### src/rtl/pcm_pkg.sv
// Shared definitions for the PCM serial port.
// Assumes every user overrides the defaults through module parameters.
package pcm_pkg;
    parameter int PCM_WORD_W   = 8;
    parameter int PCM_LONG_MIN = 3;

    typedef enum logic [1:0] {
        TX_IDLE,
        TX_ARMED,
        TX_SHIFT,
        TX_TAIL
    } tx_state_t;
endpackage

### src/rtl/pcm_edges.sv
// Edge detector for N level inputs that are synchronous to clk.
// Assumes inputs change at most once per clk cycle; rise/fall are combinational
// against the value held from the previous cycle.
module pcm_edges #(
    parameter int N = 3
) (
    input  logic         clk,
    input  logic         rst_n,
    input  logic [N-1:0] sig_in,
    output logic [N-1:0] rise,
    output logic [N-1:0] fall
);
    logic [N-1:0] prev;

    for (genvar i = 0; i < N; i++) begin : g_bit
        // Remember the level of this input from the last cycle.
        always_ff @(posedge clk) begin
            if (!rst_n) prev[i] <= 1'b0;
            else        prev[i] <= sig_in[i];
        end
        assign rise[i] = sig_in[i] & ~prev[i];
        assign fall[i] = ~sig_in[i] & prev[i];
    end
endmodule

### src/rtl/pcm_mode_det.sv
// Measures the transmit sync width in falling bit-clock edges and picks the
// frame-sync mode when the pulse ends. It also flags the first falling edge
// of each sync pulse (the short-mode sync point).
// Assumes fsx is synchronous to the bit clock.
module pcm_mode_det #(
    parameter int LONG_MIN = 3
) (
    input  logic clk,
    input  logic rst_n,
    input  logic bclk_fall,
    input  logic fsx,
    input  logic fsx_fall,
    output logic sync_short,
    output logic long_mode
);
    localparam int CW = $clog2(LONG_MIN + 1);
    localparam logic [CW-1:0] LIM = CW'(LONG_MIN);
    localparam logic [CW-1:0] ONE = CW'(1);

    logic [CW-1:0] width_cnt;

    // Count falling bit-clock edges while the sync is high, saturating.
    always_ff @(posedge clk) begin
        if (!rst_n || !fsx)                     width_cnt <= '0;
        else if (bclk_fall && width_cnt < LIM)  width_cnt <= width_cnt + ONE;
    end

    // Decide the mode when the sync pulse ends.
    always_ff @(posedge clk) begin
        if (!rst_n)                               long_mode <= 1'b0;
        else if (fsx_fall && width_cnt >= LIM)    long_mode <= 1'b1;
        else if (fsx_fall && width_cnt == ONE)    long_mode <= 1'b0;
    end

    assign sync_short = fsx & bclk_fall & (width_cnt == '0);

    AST_MODE_AT_PULSE_END: assert property (@(posedge clk) disable iff (!rst_n)
        !$stable(long_mode) |-> $past(fsx_fall));
endmodule

### src/rtl/pcm_tx_path.sv
// Transmit side: a holding register written by the encoder, and a shift
// register loaded from it at each sync. The word leaves MSB first on bit-clock
// rising edges. Short and long mode set when the output turns on and off.
// Assumes bclk/fsx are level inputs synchronous to clk.
module pcm_tx_path
    import pcm_pkg::*;
#(
    parameter int WORD_W = 8
) (
    input  logic              clk,
    input  logic              rst_n,
    input  logic              long_mode,
    input  logic              bclk,
    input  logic              bclk_rise,
    input  logic              bclk_fall,
    input  logic              fsx,
    input  logic              fsx_rise,
    input  logic              sync_short,
    input  logic              tx_load,
    input  logic [WORD_W-1:0] tx_code,
    output logic              dx,
    output logic              dx_oe
);
    localparam int CNT_W = $clog2(WORD_W + 1);
    localparam logic [CNT_W-1:0] LAST = CNT_W'(WORD_W);
    localparam logic [CNT_W-1:0] ONE  = CNT_W'(1);

    tx_state_t         state;
    logic [WORD_W-1:0] hold;
    logic [WORD_W-1:0] shreg;
    logic [CNT_W-1:0]  sent;
    logic              start_short;
    logic              start_long;

    assign start_short = sync_short & ~long_mode;
    assign start_long  = fsx_rise & long_mode;

    // Keep the latest encoder code for the next frame.
    always_ff @(posedge clk) begin
        if (!rst_n)       hold <= '0;
        else if (tx_load) hold <= tx_code;
    end

    // Frame sequencing: arm, shift eight bits, then release the output.
    always_ff @(posedge clk) begin
        if (!rst_n) begin
            state <= TX_IDLE;
            shreg <= '0;
            sent  <= '0;
        end else if (start_short) begin
            state <= TX_ARMED;
            shreg <= hold;
            sent  <= '0;
        end else if (start_long) begin
            shreg <= hold;
            state <= bclk ? TX_SHIFT : TX_ARMED;
            sent  <= bclk ? ONE : '0;
        end else begin
            case (state)
                TX_ARMED: begin
                    if (bclk_rise) begin
                        state <= TX_SHIFT;
                        sent  <= ONE;
                    end
                end
                TX_SHIFT: begin
                    if (bclk_rise && sent < LAST) begin
                        shreg <= {shreg[WORD_W-2:0], 1'b0};
                        sent  <= sent + ONE;
                    end else if (bclk_fall && sent == LAST) begin
                        state <= (long_mode && fsx) ? TX_TAIL : TX_IDLE;
                    end
                end
                TX_TAIL: begin
                    if (!fsx) state <= TX_IDLE;
                end
                default: state <= TX_IDLE;
            endcase
        end
    end

    assign dx    = shreg[WORD_W-1];
    assign dx_oe = (state == TX_SHIFT) || (state == TX_TAIL);

    AST_TX_ENABLE_EDGE: assert property (@(posedge clk) disable iff (!rst_n)
        $rose(dx_oe) |-> ($past(bclk_rise) || $past(fsx_rise && long_mode)));

    AST_TX_DISABLE_EDGE: assert property (@(posedge clk) disable iff (!rst_n)
        $fell(dx_oe) |-> ($past(bclk_fall) || !$past(fsx) || $past(fsx_rise)));
endmodule

### src/rtl/pcm_rx_path.sv
// Receive side: after a sync, collects WORD_W bits on falling bit-clock edges
// (MSB first) and strobes the assembled word for one cycle.
// Assumes fsr/dr are synchronous to the bit clock.
module pcm_rx_path #(
    parameter int WORD_W = 8
) (
    input  logic              clk,
    input  logic              rst_n,
    input  logic              long_mode,
    input  logic              bclk_fall,
    input  logic              fsr,
    input  logic              fsr_rise,
    input  logic              fsr_fall,
    input  logic              dr,
    output logic [WORD_W-1:0] rx_word,
    output logic              rx_valid
);
    localparam int CNT_W = $clog2(WORD_W + 1);
    localparam logic [CNT_W-1:0] LASTIDX = CNT_W'(WORD_W - 1);
    localparam logic [CNT_W-1:0] ONE     = CNT_W'(1);

    logic              seen;
    logic              start;
    logic              busy;
    logic [CNT_W-1:0]  got;
    logic [WORD_W-1:0] shreg;

    // Mark that the current receive sync pulse has met a falling edge.
    always_ff @(posedge clk) begin
        if (!rst_n || fsr_fall)    seen <= 1'b0;
        else if (fsr && bclk_fall) seen <= 1'b1;
    end

    assign start = long_mode ? fsr_rise : (fsr & bclk_fall & ~seen);

    // Capture bits and publish the word after the last one.
    always_ff @(posedge clk) begin
        if (!rst_n) begin
            busy     <= 1'b0;
            got      <= '0;
            shreg    <= '0;
            rx_word  <= '0;
            rx_valid <= 1'b0;
        end else begin
            rx_valid <= 1'b0;
            if (start) begin
                busy <= 1'b1;
                got  <= '0;
            end else if (busy && bclk_fall) begin
                shreg <= {shreg[WORD_W-2:0], dr};
                if (got == LASTIDX) begin
                    busy     <= 1'b0;
                    rx_word  <= {shreg[WORD_W-2:0], dr};
                    rx_valid <= 1'b1;
                end else begin
                    got <= got + ONE;
                end
            end
        end
    end

    AST_RX_STROBE_SINGLE: assert property (@(posedge clk) disable iff (!rst_n)
        rx_valid |=> !rx_valid);

    AST_RX_STROBE_ON_FALL: assert property (@(posedge clk) disable iff (!rst_n)
        rx_valid |-> $past(bclk_fall));
endmodule

### src/rtl/pcm_serial_port.sv
// Top of the PCM serial port: edge detection, sync-mode detection and the
// transmit and receive paths. Assumes all inputs are synchronous to clk.
module pcm_serial_port
    import pcm_pkg::*;
#(
    parameter int WORD_W   = PCM_WORD_W,
    parameter int LONG_MIN = PCM_LONG_MIN
) (
    input  logic              clk,
    input  logic              rst_n,
    input  logic              bclk,
    input  logic              fsx,
    input  logic              fsr,
    input  logic              dr,
    input  logic              tx_load,
    input  logic [WORD_W-1:0] tx_code,
    output logic              dx,
    output logic              dx_oe,
    output logic              tsx_n,
    output logic [WORD_W-1:0] rx_word,
    output logic              rx_valid
);
    logic [2:0] lv;
    logic [2:0] rise;
    logic [2:0] fall;
    logic       sync_short;
    logic       long_mode;

    assign lv = {fsr, fsx, bclk};

    pcm_edges #(.N(3)) u_edges (
        .clk    (clk),
        .rst_n  (rst_n),
        .sig_in (lv),
        .rise   (rise),
        .fall   (fall)
    );

    pcm_mode_det #(.LONG_MIN(LONG_MIN)) u_mode (
        .clk        (clk),
        .rst_n      (rst_n),
        .bclk_fall  (fall[0]),
        .fsx        (fsx),
        .fsx_fall   (fall[1]),
        .sync_short (sync_short),
        .long_mode  (long_mode)
    );

    pcm_tx_path #(.WORD_W(WORD_W)) u_tx (
        .clk        (clk),
        .rst_n      (rst_n),
        .long_mode  (long_mode),
        .bclk       (bclk),
        .bclk_rise  (rise[0]),
        .bclk_fall  (fall[0]),
        .fsx        (fsx),
        .fsx_rise   (rise[1]),
        .sync_short (sync_short),
        .tx_load    (tx_load),
        .tx_code    (tx_code),
        .dx         (dx),
        .dx_oe      (dx_oe)
    );

    pcm_rx_path #(.WORD_W(WORD_W)) u_rx (
        .clk       (clk),
        .rst_n     (rst_n),
        .long_mode (long_mode),
        .bclk_fall (fall[0]),
        .fsr       (fsr),
        .fsr_rise  (rise[2]),
        .fsr_fall  (fall[2]),
        .dr        (dr),
        .rx_word   (rx_word),
        .rx_valid  (rx_valid)
    );

    assign tsx_n = ~dx_oe;
endmodule

### config.mk
export PLATFORM = sky130hd
export DESIGN_NAME = pcm_serial_port
export DESIGN_NICKNAME = d
export VERILOG_FILES = /design/src/rtl/pcm_pkg.sv /design/src/rtl/pcm_edges.sv /design/src/rtl/pcm_mode_det.sv /design/src/rtl/pcm_tx_path.sv /design/src/rtl/pcm_rx_path.sv /design/src/rtl/pcm_serial_port.sv
export SDC_FILE = /design/constraint.sdc
export NUM_CORES = 1
export LEC_CHECK = 0
export ABC_AREA = 1
export BUFFER_PORTS_ARGS = -buffer_cell sky130_fd_sc_hd__clkbuf_2
export CELL_PAD_IN_SITES_DETAIL_PLACEMENT = 2
export CELL_PAD_IN_SITES_GLOBAL_PLACEMENT = 2
export CORE_MARGIN = 8
export CORE_UTILIZATION = 30
export CTS_BUF_LIST = sky130_fd_sc_hd__clkbuf_4 sky130_fd_sc_hd__clkbuf_8 sky130_fd_sc_hd__clkbuf_16
export CTS_CLUSTER_DIAMETER = 80
export DETAILED_ROUTE_END_ITERATION = 12
export MAX_ROUTING_LAYER = met4
export PLACE_DENSITY = 0.75
export SYNTH_ARGS = -nofsm -noshare
export SYNTH_HDL_FRONTEND = slang
export SYNTH_SLANG_ARGS = --single-unit
### constraint.sdc
create_clock -name clk -period 1.7 [get_ports clk]
set_clock_uncertainty 0.1 [all_clocks]
set_input_delay 0.34 -clock clk [delete_from_list [all_inputs] [get_ports clk]]
set_output_delay 0.34 -clock clk [all_outputs]
set_load 0.01 [all_outputs]
==> results of run 1 <==
==> power groups by stage <==
stage	Sequential, mW	Clock (mW)	Combinational, mW
floorplan	1.26	0	0.171
global placement	1.27	0	0.255
detailed placement	1.27	0	0.270
CTS	1.24	0.738	0.278
global route	1.25	0.775	0.325
finish	1.25	0.705	0.284
==> path summary, 6_finish.rpt <==
kind / start / to / slack (ns) / cells after the start
worst max register to register: u_tx.state[0] / u_tx.sent[3] / 0.10 / 8
worst min register to register: u_tx.shreg[7] / u_tx.shreg[7] / 0.37 / 2
worst min-delay path: fsr / u_edges.prev[2] / 0.16 / 3
worst max-delay path: u_tx.state[0] / dx_oe / 0.08 / 5
==> flip-flops by register name (all words and copies together) (netlist names) <==
| signal | cells |
|---|---|
| u_rx.busy | 1 |
| u_tx.state | 2 |
| u_tx.hold | 8 |
| u_edges.prev | 3 |
| u_rx.shreg | 7 |
| u_mode.width_cnt | 2 |
| u_tx.sent | 4 |
| u_rx.rx_valid | 1 |
| u_rx.got | 4 |
| u_rx.rx_word | 8 |
| u_tx.shreg | 8 |
| u_rx.seen | 1 |
| u_mode.long_mode | 1 |
==> area by class of cell <==
type / count / area, um^2 / share of cell area (%)
clock buffers: 5 / 68.8 / 2.45
clock inverters: 3 / 21.3 / 0.758
inverters: 34 / 131 / 4.68
multi-input cells: 244 / 1260 / 45.0
flip-flops and latches: 50 / 1000 / 35.8
well taps: 102 / 128 / 4.55
repair buffers: 34 / 190 / 6.77
==> layout by cell type, fill, tap and decap left out, types with 2 or more instances in the layout <==
| cell | Yosys | layout |
|---|---|---|
| inv_1 | 30 | 30 |
| o21ai_0 | 20 | 20 |
| clkinvlp_4 | 0 | 2 |
| nor2_1 | 54 | 51 |
| clkbuf_8 | 0 | 5 |
| nor2_4 | 3 | 4 |
| a21oi_2 | 2 | 2 |
| nand2_2 | 2 | 2 |
| nand3_4 | 2 | 3 |
| nand3_1 | 30 | 30 |
| inv_2 | 3 | 3 |
| ha_4 | 0 | 2 |
| nand4_1 | 8 | 8 |
| buf_4 | 0 | 8 |
| a21oi_1 | 16 | 16 |
| dfxtp_2 | 0 | 3 |
| ha_1 | 9 | 7 |
| nor2_2 | 4 | 6 |
| nand2_1 | 84 | 84 |
| dfxtp_1 | 50 | 47 |
| clkbuf_2 | 0 | 25 |
| xor2_1 | 4 | 4 |
==> timing repair <==
action	in CTS	in global routing
endpoints found under the setup margin	2	16
hold endpoints to repair	0	0
gates resized for setup	5	9
setup buffers	1	0
pin swaps	0	1
==> cell usage after synthesis, drive strengths merged, types with 3 or more instances <==
cell type / number / area (um^2)
xor2: 4 / 35.0
buf: 3 / 21.3
inv: 33 / 124
nand2: 87 / 339
nand4: 8 / 50.1
ha: 9 / 113
nand3: 33 / 195
o21ai: 20 / 100
clkbuf: 3 / 11.3
nor2: 61 / 261
a21oi: 18 / 97.6
dfxtp: 50 / 1000
==> layer usage <==
| layer | GRT usage [%] | wire length, um | part of all wire [%] | vias up |
|---|---|---|---|---|
| met2 | 21.9 | 3410 | 50 | 24 |
| met5 | - | 0 | 0 | - |
| met3 | 2.46 | 134 | 2.0 | 7 |
| met1 | 14.5 | 3140 | 46 | 1101 |
| li1 | - | - | - | 1132 |
| met4 | 3.16 | 87 | 1.3 | 0 |
==> worst max-delay path, cell delays in order, from the launching register on <==
cell      delay (ns)
dfxtp_2         0.33
buf_4           0.14
ha_4            0.17
nor2_4          0.08
inv_1           0.04
clkbuf_2        0.12
==> cells by family after synthesis <==
group                    count (synthesis)
AO/OA/AOI/OAI                           39
XOR/XNOR                                 5
adder cells (fa/ha/maj)                  9
AND/OR/NAND/NOR                        191
flip-flops                              50
buffers and inverters                   40
==> qor.csv, run 1 <==
stage;metric;value;unit
outcome;status;complete, no violations;
clock_tree;cts.sinks;50;
logic_synthesis;synth_compound_area_share;8.62;%
power_and_ir_drop;p_leak;1.26;nW
logic_synthesis;synth_seq_cells;50;
setup_path;start_kind;flop;
setup_path;crit_fanout;3;
routing;initialDrtViolationCount;39;
routing;drtPass1Iterations;4;
power_and_ir_drop;p_sw;0.627;mW
logic_synthesis;syn_avg_cell_area;7.13;um^2
power_and_ir_drop;p_per_area;796;nW/um^2
clock_tree;hold_buffers;0;
power_and_ir_drop;power.share.clock;31.6;%
clock_tree;path_clk_slew;0.10;ns
logic_synthesis;synthCells;334;
timing;timing.hold.ws;0.158;ns
routing;vias;2264;
timing;slew_headroom;77.9;%
logic_synthesis;yosys_warnings;0;
clock_tree;cts-htree-levels;2;
logic_synthesis;synthArstFlopShare;0;%
routing;drt-total-wl;6770;um
placed_design;gp_congestion;0.753;
timing;final.setup.worst_slack;0.0754;ns
routing;routedWlPerCell;14.3;um
timing;setup_viol;0;
logic_synthesis;synth_top_family_by_area;simple AND/OR/NAND/NOR gates;
global_routing;antenna_found_initial;0;
timing;final_period_minus_worst_setup_slack;1.62;ns
logic_synthesis;ys_types;26;
floorplan;core_area;7730;um^2
cells_and_area;layout-drive-gt1-share;18.9;%
logic_synthesis;synth_area;2380;um^2
placed_design;dpl.cell_count;464;
floorplan;dieArea;11000;um^2
timing;worst_pin_slew;0.331;ns
timing;maxSlewViolCount;0;
clock_tree;numCtsBuffers;5;
global_routing;grt_pass1_vias;2446;
logic_synthesis;ys_seq_area_share;42.1;%
global_routing;track_usage;12.6;%
logic_synthesis;synthMuxAreaShare;0;%
floorplan;io_pins;27;
worst_hold_path;hold_path.class;in -> reg;
floorplan;die_h;105;um
timing;setup-tns-final;0;ns
power_and_ir_drop;intPower;1.61;mW
logic_synthesis;synthAdderAreaFrac;4.73;%
routing;final_antenna_net_count;0;
power_and_ir_drop;ir_drop;0.317;mV
cells_and_area;num-fill-cells;929;
routing;vias_per_cell;4.80;
cells_and_area;nets;393;
placed_design;portBuffers;26;
cells_and_area;stdcell_count;472;
placed_design;dp_slack;-0.0117;ns
power_and_ir_drop;combPwrFrac;12.7;%
power_and_ir_drop;swShare;28.1;%
floorplan;initial_core_util;30.8;%
power_and_ir_drop;p_seq_share;55.7;%
setup_path;path_class;reg -> out;
logic_synthesis;yosys.area_share.simple;36.0;%
timing;finalHoldViolCount;0;
placed_design;postPlaceCellArea;2670;um^2
setup_path;endpoint_kind;output pin;
clock_tree;cts_tree;built;
power_and_ir_drop;p_total;2.23;mW
global_routing;grt_max_degree;18;
clock_tree;cts.path.max_buffers;2;
placed_design;dp_hpwl;5200;um
logic_synthesis;synth_edf_count;0;
floorplan;chipWidth;105;um
logic_synthesis;synth_nets;358;
clock_tree;cts_root_buffer;clkbuf_8;
cells_and_area;area_growth;18.0;%
setup_path;worstPathArrival;1.18;ns
cells_and_area;final_cell_area;2810;um^2
timing;fin_crit_sh;95.6;%
setup_path;worstPathRequired;1.26;ns
floorplan;rows;32;
global_routing;gr-total-overflow;0;
timing;max_clock_freq;0.616;GHz
run;maxCapViolCount;0;
cells_and_area;diodes;0;
logic_synthesis;synthXorXnorAreaFrac;1.84;%
routing;drc;0;
global_routing;grt_pass1_wl;11300;um
clock_tree;clk_latency;0.30;ns
logic_synthesis;synth_flop_cell;dfxtp_1;
cells_and_area;fin_util;36.3;%
Note: power is estimated with default switching activity, not from simulation.
==> run 2: changes to the inputs <==
--- a/config.mk
+++ b/config.mk
@@ -7,15 +7,14 @@
 export LEC_CHECK = 0
 export ABC_AREA = 1
 export BUFFER_PORTS_ARGS = -buffer_cell sky130_fd_sc_hd__clkbuf_2
-export CELL_PAD_IN_SITES_DETAIL_PLACEMENT = 2
-export CELL_PAD_IN_SITES_GLOBAL_PLACEMENT = 2
 export CORE_MARGIN = 8
 export CORE_UTILIZATION = 30
 export CTS_BUF_LIST = sky130_fd_sc_hd__clkbuf_4 sky130_fd_sc_hd__clkbuf_8 sky130_fd_sc_hd__clkbuf_16
 export CTS_CLUSTER_DIAMETER = 80
 export DETAILED_ROUTE_END_ITERATION = 12
+export GPL_TIMING_DRIVEN = 0
 export MAX_ROUTING_LAYER = met4
-export PLACE_DENSITY = 0.75
+export PLACE_DENSITY = 0.49
 export SYNTH_ARGS = -nofsm -noshare
 export SYNTH_HDL_FRONTEND = slang
 export SYNTH_SLANG_ARGS = --single-unit
==> run 2 against run 1 <==
  * Final cell count decreased by 0.42%
  * Critical path type unchanged
  * Critical endpoint unchanged
  * Hold slack improved by 0.0042 ns
  * Largest cell class unchanged
  * Die area unchanged
  * Utilization decreased by 0.24 points
  * Highest routed layer unchanged
  * Total power increased by 4.8%
  * Setup slack improved by 0.0056 ns
  * Clock power increased by 20%
  * Critical path depth decreased by 1
==> qor.csv, run 2 (synthesized netlist as in run 1, its figures left out) <==
stage;metric;value;unit;change
power_and_ir_drop;power.share.clock;36.2;%;+4.6 points
power_and_ir_drop;ir_drop;0.483;mV;+53%
timing;slew_headroom;60.8;%;-17 points
power_and_ir_drop;p_seq_share;53.1;%;-2.6 points
clock_tree;cts_tree;built;;
global_routing;grt_max_degree;16;;-2
cells_and_area;nets;391;;-0.51%
routing;vias;2126;;-6.1%
timing;worst_pin_slew;0.589;ns;+0.258 ns
placed_design;gp_congestion;0.786;;+4.4%
routing;vias_per_cell;4.52;;-5.7%
routing;initialDrtViolationCount;55;;+41%
global_routing;antenna_found_initial;0;;unchanged
setup_path;worstPathRequired;1.26;ns;about the same
timing;rsz0062_at_grt;true;;
routing;drt-total-wl;5340;um;-21%
power_and_ir_drop;swShare;24.8;%;-3.3 points
timing;final.setup.worst_slack;0.0810;ns;+0.00560 ns
setup_path;rrSetupSlack;0.14;ns;+0.04 ns
timing;max_clock_freq;0.618;GHz;+0.35%
floorplan;initial_core_util;30.8;%;unchanged
power_and_ir_drop;intPower;1.76;mW;+9.5%
power_and_ir_drop;p_leak;1.25;nW;-0.82%
cells_and_area;area_growth;17.2;%;
cells_and_area;final_cell_area;2790;um^2;-0.67%
floorplan;io_pins;27;;unchanged
floorplan;die_h;105;um;unchanged
setup_path;crit_path_top_delay_cell;dfxtp_1;;
power_and_ir_drop;p_per_area;839;nW/um^2;+5.5%
setup_path;crit_fanout;3;;unchanged
floorplan;core_area;7730;um^2;unchanged
worst_hold_path;hold_end;u_tx.hold[7];;
setup_path;endpoint_kind;output pin;;
timing;fin_crit_sh;95.2;%;-0.33 points
setup_path;reg2reg_depth;6;;-2
routing;drc;0;;unchanged
power_and_ir_drop;p_sw;0.581;mW;-7.4%
setup_path;path_class;reg -> out;;
worst_hold_path;hp-start;tx_code[7];;
cells_and_area;multi_input_area;1250;um^2;-0.99%
timing;setup-tns-final;0;ns;unchanged
floorplan;chipWidth;105;um;unchanged
routing;drtPass1Iterations;4;;unchanged
global_routing;grt_pass1_vias;2155;;-12%
timing;setup_viol;0;;unchanged
timing;maxSlewViolCount;0;;unchanged
clock_tree;numCtsBuffers;5;;unchanged
placed_design;dp_hpwl;3990;um;-23%
setup_path;r2r_end;u_rx.rx_word[2];;
setup_path;worstPathArrival;1.18;ns;about the same
cells_and_area;largest_registers;u_rx.rx_word x8, u_tx.hold x8, u_tx.shreg x8;;
clock_tree;hold_buffers;0;;unchanged
cells_and_area;num-fill-cells;849;;-8.6%
routing;final_antenna_net_count;0;;unchanged
placed_design;postPlaceCellArea;2640;um^2;-1.0%
cells_and_area;regArea;1000;um^2;-0.25%
outcome;status;complete, no violations;;
clock_tree;cts_root_buffer;clkbuf_8;;
floorplan;dieArea;11000;um^2;unchanged
setup_path;path_cells;ha_1 -> nor2_4 -> inv_1 -> clkbuf_2;;
setup_path;crit_path_max_incr_delay;0.42;ns;+0.09 ns
worst_hold_path;min_path_cells;3;;unchanged
setup_path;r2r_start;u_rx.got[0];;
clock_tree;cts.sinks;50;;unchanged
timing;finalHoldViolCount;0;;unchanged
routing;routedWlPerCell;11.4;um;-21%
worst_hold_path;hold_path.class;in -> reg;;
cells_and_area;diodes;0;;unchanged
floorplan;rows;32;;unchanged
timing;final_period_minus_worst_setup_slack;1.62;ns;-0.00560 ns
cells_and_area;mostFrequentLayoutCell;nand2_1;;
global_routing;grt_pass1_wl;9680;um;-15%
clock_tree;path_clk_slew;0.09;ns;about the same
run;maxCapViolCount;0;;unchanged
clock_tree;cts.path.max_buffers;2;;unchanged
cells_and_area;layout.cells.most_common_list;nand2_1 (83), nor2_1 (51), dfxtp_1 (49);;
clock_tree;cts-htree-levels;2;;unchanged
placed_design;dp_slack;0.0338;ns;+0.0455 ns
setup_path;start_kind;flop;;
power_and_ir_drop;combPwrFrac;10.7;%;-2.0 points
global_routing;track_usage;10.5;%;-2.1 points
cells_and_area;layout-drive-gt1-share;17.4;%;-1.5 points
clock_tree;clk_latency;0.29;ns;about the same
placed_design;portBuffers;26;;unchanged
global_routing;gr-total-overflow;0;;unchanged
[run 2: cell count changes in the layout (fill, tap and decap cells not counted), moves of 2 or more]
cell	before	now
buf_4	8	0
clkbuf_1	0	3
dfxtp_1	47	49
dfxtp_2	3	1
[run 2: worst max-delay path by stage]
stage,from,endpoint,slack [ns],cells after the start
after floorplan,u_tx.state[0],u_tx.state[0],0.30,9
after global placement,bclk,u_rx.rx_word[2],0.05,8
after detailed placement,bclk,u_rx.rx_word[2],0.03,8
after CTS,u_tx.state[0],dx_oe,0.02,5
after global routing,u_tx.state[1],u_tx.sent[3],0.0008,8
final,u_tx.state[1],dx_oe,0.08,4
[run 2: critical path: cells and delay by family (launching register included)]
kind                     cells  cell delay [ns]
buffers and inverters        2             0.16
flip-flops                   1             0.42
AND/OR/NAND/NOR              1             0.04
adder cells (fa/ha/maj)      1             0.26
[run 2: repair_timing]
item                       CTS  global route
setup endpoints to repair    2            21
pin swaps                    0             0
buffers inserted             0             0
gates resized for setup      3             8
hold endpoints to repair     0             0
[run 2: cell type report]
cell class,count,area share (%)
timing repair buffer,26,4.67
multi-input combinational,244,44.9
sequential,50,35.9
inverter,34,4.71
clock inverter,2,1.35
clock buffer,6,2.74
tap,102,4.58
buffer,6,1.17
[run 2: per-stage QoR]
stage          std cells  hold WS, ns  power (mW)  util (%)
2_1_floorplan        334        0.333        1.43         -
4_1_cts              470        0.152        2.37      35.7
6_report             470        0.162        2.34      36.1
3_5_place_dp         462        0.355        1.51      34.1
3_3_place_gp         462        0.353        1.51      34.1
5_1_grt              470        0.162        2.48      36.1
[run 2: per-layer routing]
layer | wire length [um] | vias to the layer above | global-route usage, %
met3 | 185 | 2 | 2.64
li1 | - | 1128 | -
met2 | 2380 | 31 | 16.9
met1 | 2740 | 965 | 12.8
met5 | 0 | - | -
met4 | 30 | 0 | 2.55
[run 2: power groups by stage]
stage	Clock, mW	Combinational (mW)	Sequential [mW]
floorplan	0	0.171	1.26
global placement	0	0.239	1.27
detailed placement	0	0.240	1.27
CTS	0.889	0.243	1.24
global route	0.933	0.299	1.25
finish	0.846	0.251	1.24
==> run 3: changes to the inputs <==
--- a/config.mk
+++ b/config.mk
@@ -14,7 +14,8 @@
 export DETAILED_ROUTE_END_ITERATION = 12
 export GPL_TIMING_DRIVEN = 0
 export MAX_ROUTING_LAYER = met4
-export PLACE_DENSITY = 0.49
+export PLACE_DENSITY = 0.46
+export REMOVE_ABC_BUFFERS = 1
 export SYNTH_ARGS = -nofsm -noshare
 export SYNTH_HDL_FRONTEND = slang
 export SYNTH_SLANG_ARGS = --single-unit
==> run 3 against run 2 <==
  * Utilization fell by 0.40 points
  * Sequential power about the same
  * Final cell count decreased by 0.85%
  * Total power increased by 0.35%
  * First-iteration DRC count grew 15%
==> qor.csv, run 3 (synthesized netlist as in run 1, its figures left out) <==
stage;metric;value;unit;change
setup_path;reg2reg_depth;8;;+2
setup_path;r2r_start;u_mode.width_cnt[0];;
timing;fin_crit_sh;95.3;%;+0.099 points
power_and_ir_drop;p_per_area;852;nW/um^2;+1.5%
routing;vias_per_cell;4.44;;-1.8%
global_routing;grt_max_degree;32;;+16
timing;slew_headroom;58.5;%;-2.3 points
routing;vias;2069;;-2.7%
global_routing;grt_pass1_vias;2033;;-5.7%
worst_hold_path;hp-start;fsr;;
timing;setup-tns-final;0;ns;unchanged
placed_design;dp_hpwl;3860;um;-3.2%
timing;worst_pin_slew;0.623;ns;+0.0339 ns
floorplan;dieArea;11000;um^2;unchanged
setup_path;crit_path_top_delay_cell;dfxtp_2;;
placed_design;gp_congestion;0.763;;-2.9%
clock_tree;cts.path.max_buffers;2;;unchanged
floorplan;io_pins;27;;unchanged
routing;routedWlPerCell;11.4;um;about the same
setup_path;rrSetupSlack;0.14;ns;about the same
global_routing;antenna_found_initial;0;;unchanged
floorplan;chipWidth;105;um;unchanged
clock_tree;cts_root_buffer;clkbuf_8;;
setup_path;worstPathRequired;1.26;ns;about the same
floorplan;rows;32;;unchanged
timing;final.setup.worst_slack;0.0793;ns;-0.00169 ns
routing;drtPass1Iterations;4;;unchanged
timing;final_period_minus_worst_setup_slack;1.62;ns;+0.00169 ns
routing;drt-total-wl;5290;um;-0.84%
worst_hold_path;min_path_cells;3;;unchanged
setup_path;path_cells;inv_1 -> ha_2 -> nor2_2 -> inv_1 -> clkbuf_2;;
placed_design;dpl.cell_count;456;;-1.3%
setup_path;critPathMostFrequentCell;inv_1;;
clock_tree;cts.sinks;50;;unchanged
cells_and_area;diodes;0;;unchanged
clock_tree;cts-htree-levels;2;;unchanged
setup_path;crit_path_max_incr_delay;0.35;ns;-0.07 ns
setup_path;start_kind;flop;;
cells_and_area;nets;387;;-1.0%
timing;finalHoldViolCount;0;;unchanged
cells_and_area;num-fill-cells;854;;+0.59%
cells_and_area;layout.cells.most_common_list;nand2_1 (84), nor2_1 (51), dfxtp_1 (49);;
placed_design;portBuffers;26;;unchanged
global_routing;gr-total-overflow;0;;unchanged
cells_and_area;stdcell_count;466;;-0.85%
timing;maxSlewViolCount;0;;unchanged
setup_path;path_class;reg -> out;;
worst_hold_path;hold_end;u_edges.prev[2];;
outcome;status;complete, no violations;;
cells_and_area;area_growth;15.9;%;
global_routing;track_usage;10.1;%;-0.42 points
floorplan;die_h;105;um;unchanged
setup_path;endpoint_kind;output pin;;
placed_design;dp_slack;-0.365;ns;-0.399 ns
routing;drc;0;;unchanged
cells_and_area;mostFrequentLayoutCell;nand2_1;;
clock_tree;numCtsBuffers;5;;unchanged
power_and_ir_drop;p_leak;1.23;nW;-1.6%
timing;setup_viol;0;;unchanged
setup_path;r2r_end;u_tx.shreg[3];;
routing;initialDrtViolationCount;63;;+15%
timing;max_clock_freq;0.617;GHz;-0.10%
floorplan;initial_core_util;30.8;%;unchanged
cells_and_area;multi_input_area;1230;um^2;-1.4%
setup_path;worstPathArrival;1.18;ns;about the same
routing;final_antenna_net_count;0;;unchanged
power_and_ir_drop;ir_drop;0.333;mV;-31%
setup_path;crit_fanout;5;;+2
run;maxCapViolCount;0;;unchanged
cells_and_area;layout-drive-gt1-share;17.0;%;-0.36 points
floorplan;core_area;7730;um^2;unchanged
clock_tree;cts_tree;built;;
clock_tree;path_clk_slew;0.10;ns;about the same
clock_tree;hold_buffers;0;;unchanged
clock_tree;clk_latency;0.30;ns;about the same
cells_and_area;regArea;1000;um^2;unchanged
worst_hold_path;hold_path.class;in -> reg;;
global_routing;grt_pass1_wl;9180;um;-5.1%
cells_and_area;largest_registers;u_rx.rx_word x8, u_tx.hold x8, u_tx.shreg x8;;
==> run 3: critical path: cells and delay by family (launching register included) <==
family,cells,cell delay [ns]
and+or+nand+nor,1,0.10
adders and majority gates,1,0.21
buffers and inverters,3,0.22
DFF,1,0.35
==> run 3: power by group <==
group	switching (mW)	internal (mW)	total, mW
sequential	0.0302	1.21	1.24
combinational	0.157	0.0891	0.246
clock	0.423	0.438	0.862
==> run 3: worst max-delay path by stage <==
stage / from / to / slack, ns / depth (start not counted)
CTS: u_tx.state[0] / dx_oe / 0.02 / 5
global placement: rst_n / u_rx.rx_word[5] / -0.39 / 5
global route: u_tx.state[0] / dx_oe / -0.004 / 5
floorplan: u_tx.state[0] / u_tx.state[0] / 0.30 / 9
finish: u_tx.state[0] / dx_oe / 0.08 / 5
detailed placement: rst_n / u_rx.rx_word[7] / -0.37 / 5
==> run 3: final cells by class <==
class | count | area share [%]
multi-input combinational | 244 | 44.7
timing repair buffer | 28 | 5.26
inverter | 34 | 4.90
clock inverter | 3 | 1.63
tap | 102 | 4.63
clock buffer | 5 | 2.50
sequential | 50 | 36.3
==> run 3: per-stage QoR <==
stage               area (um^2)  power, mW  hold WS (ns)  utilization [%]
CTS                        2730       2.38         0.151             35.4
global placement           2610       1.50         0.351             33.7
floorplan                  2350       1.42         0.333                -
finish                     2760       2.35         0.154             35.7
detailed placement         2610       1.50         0.356             33.7
global route               2760       2.49         0.153             35.7
==> run 3: metal layers <==
metal | track usage, % | routed length, um
met1 | 12.4 | 2650
met5 | - | 0
met2 | 16.3 | 2480
met4 | 2.14 | 23
met3 | 2.40 | 141
==> run 3: what timing repair did <==
action	in CTS	in global routing
gates resized for setup	3	5
endpoints found under the setup margin	10	18
buffers inserted	1	1
pin swaps	1	0
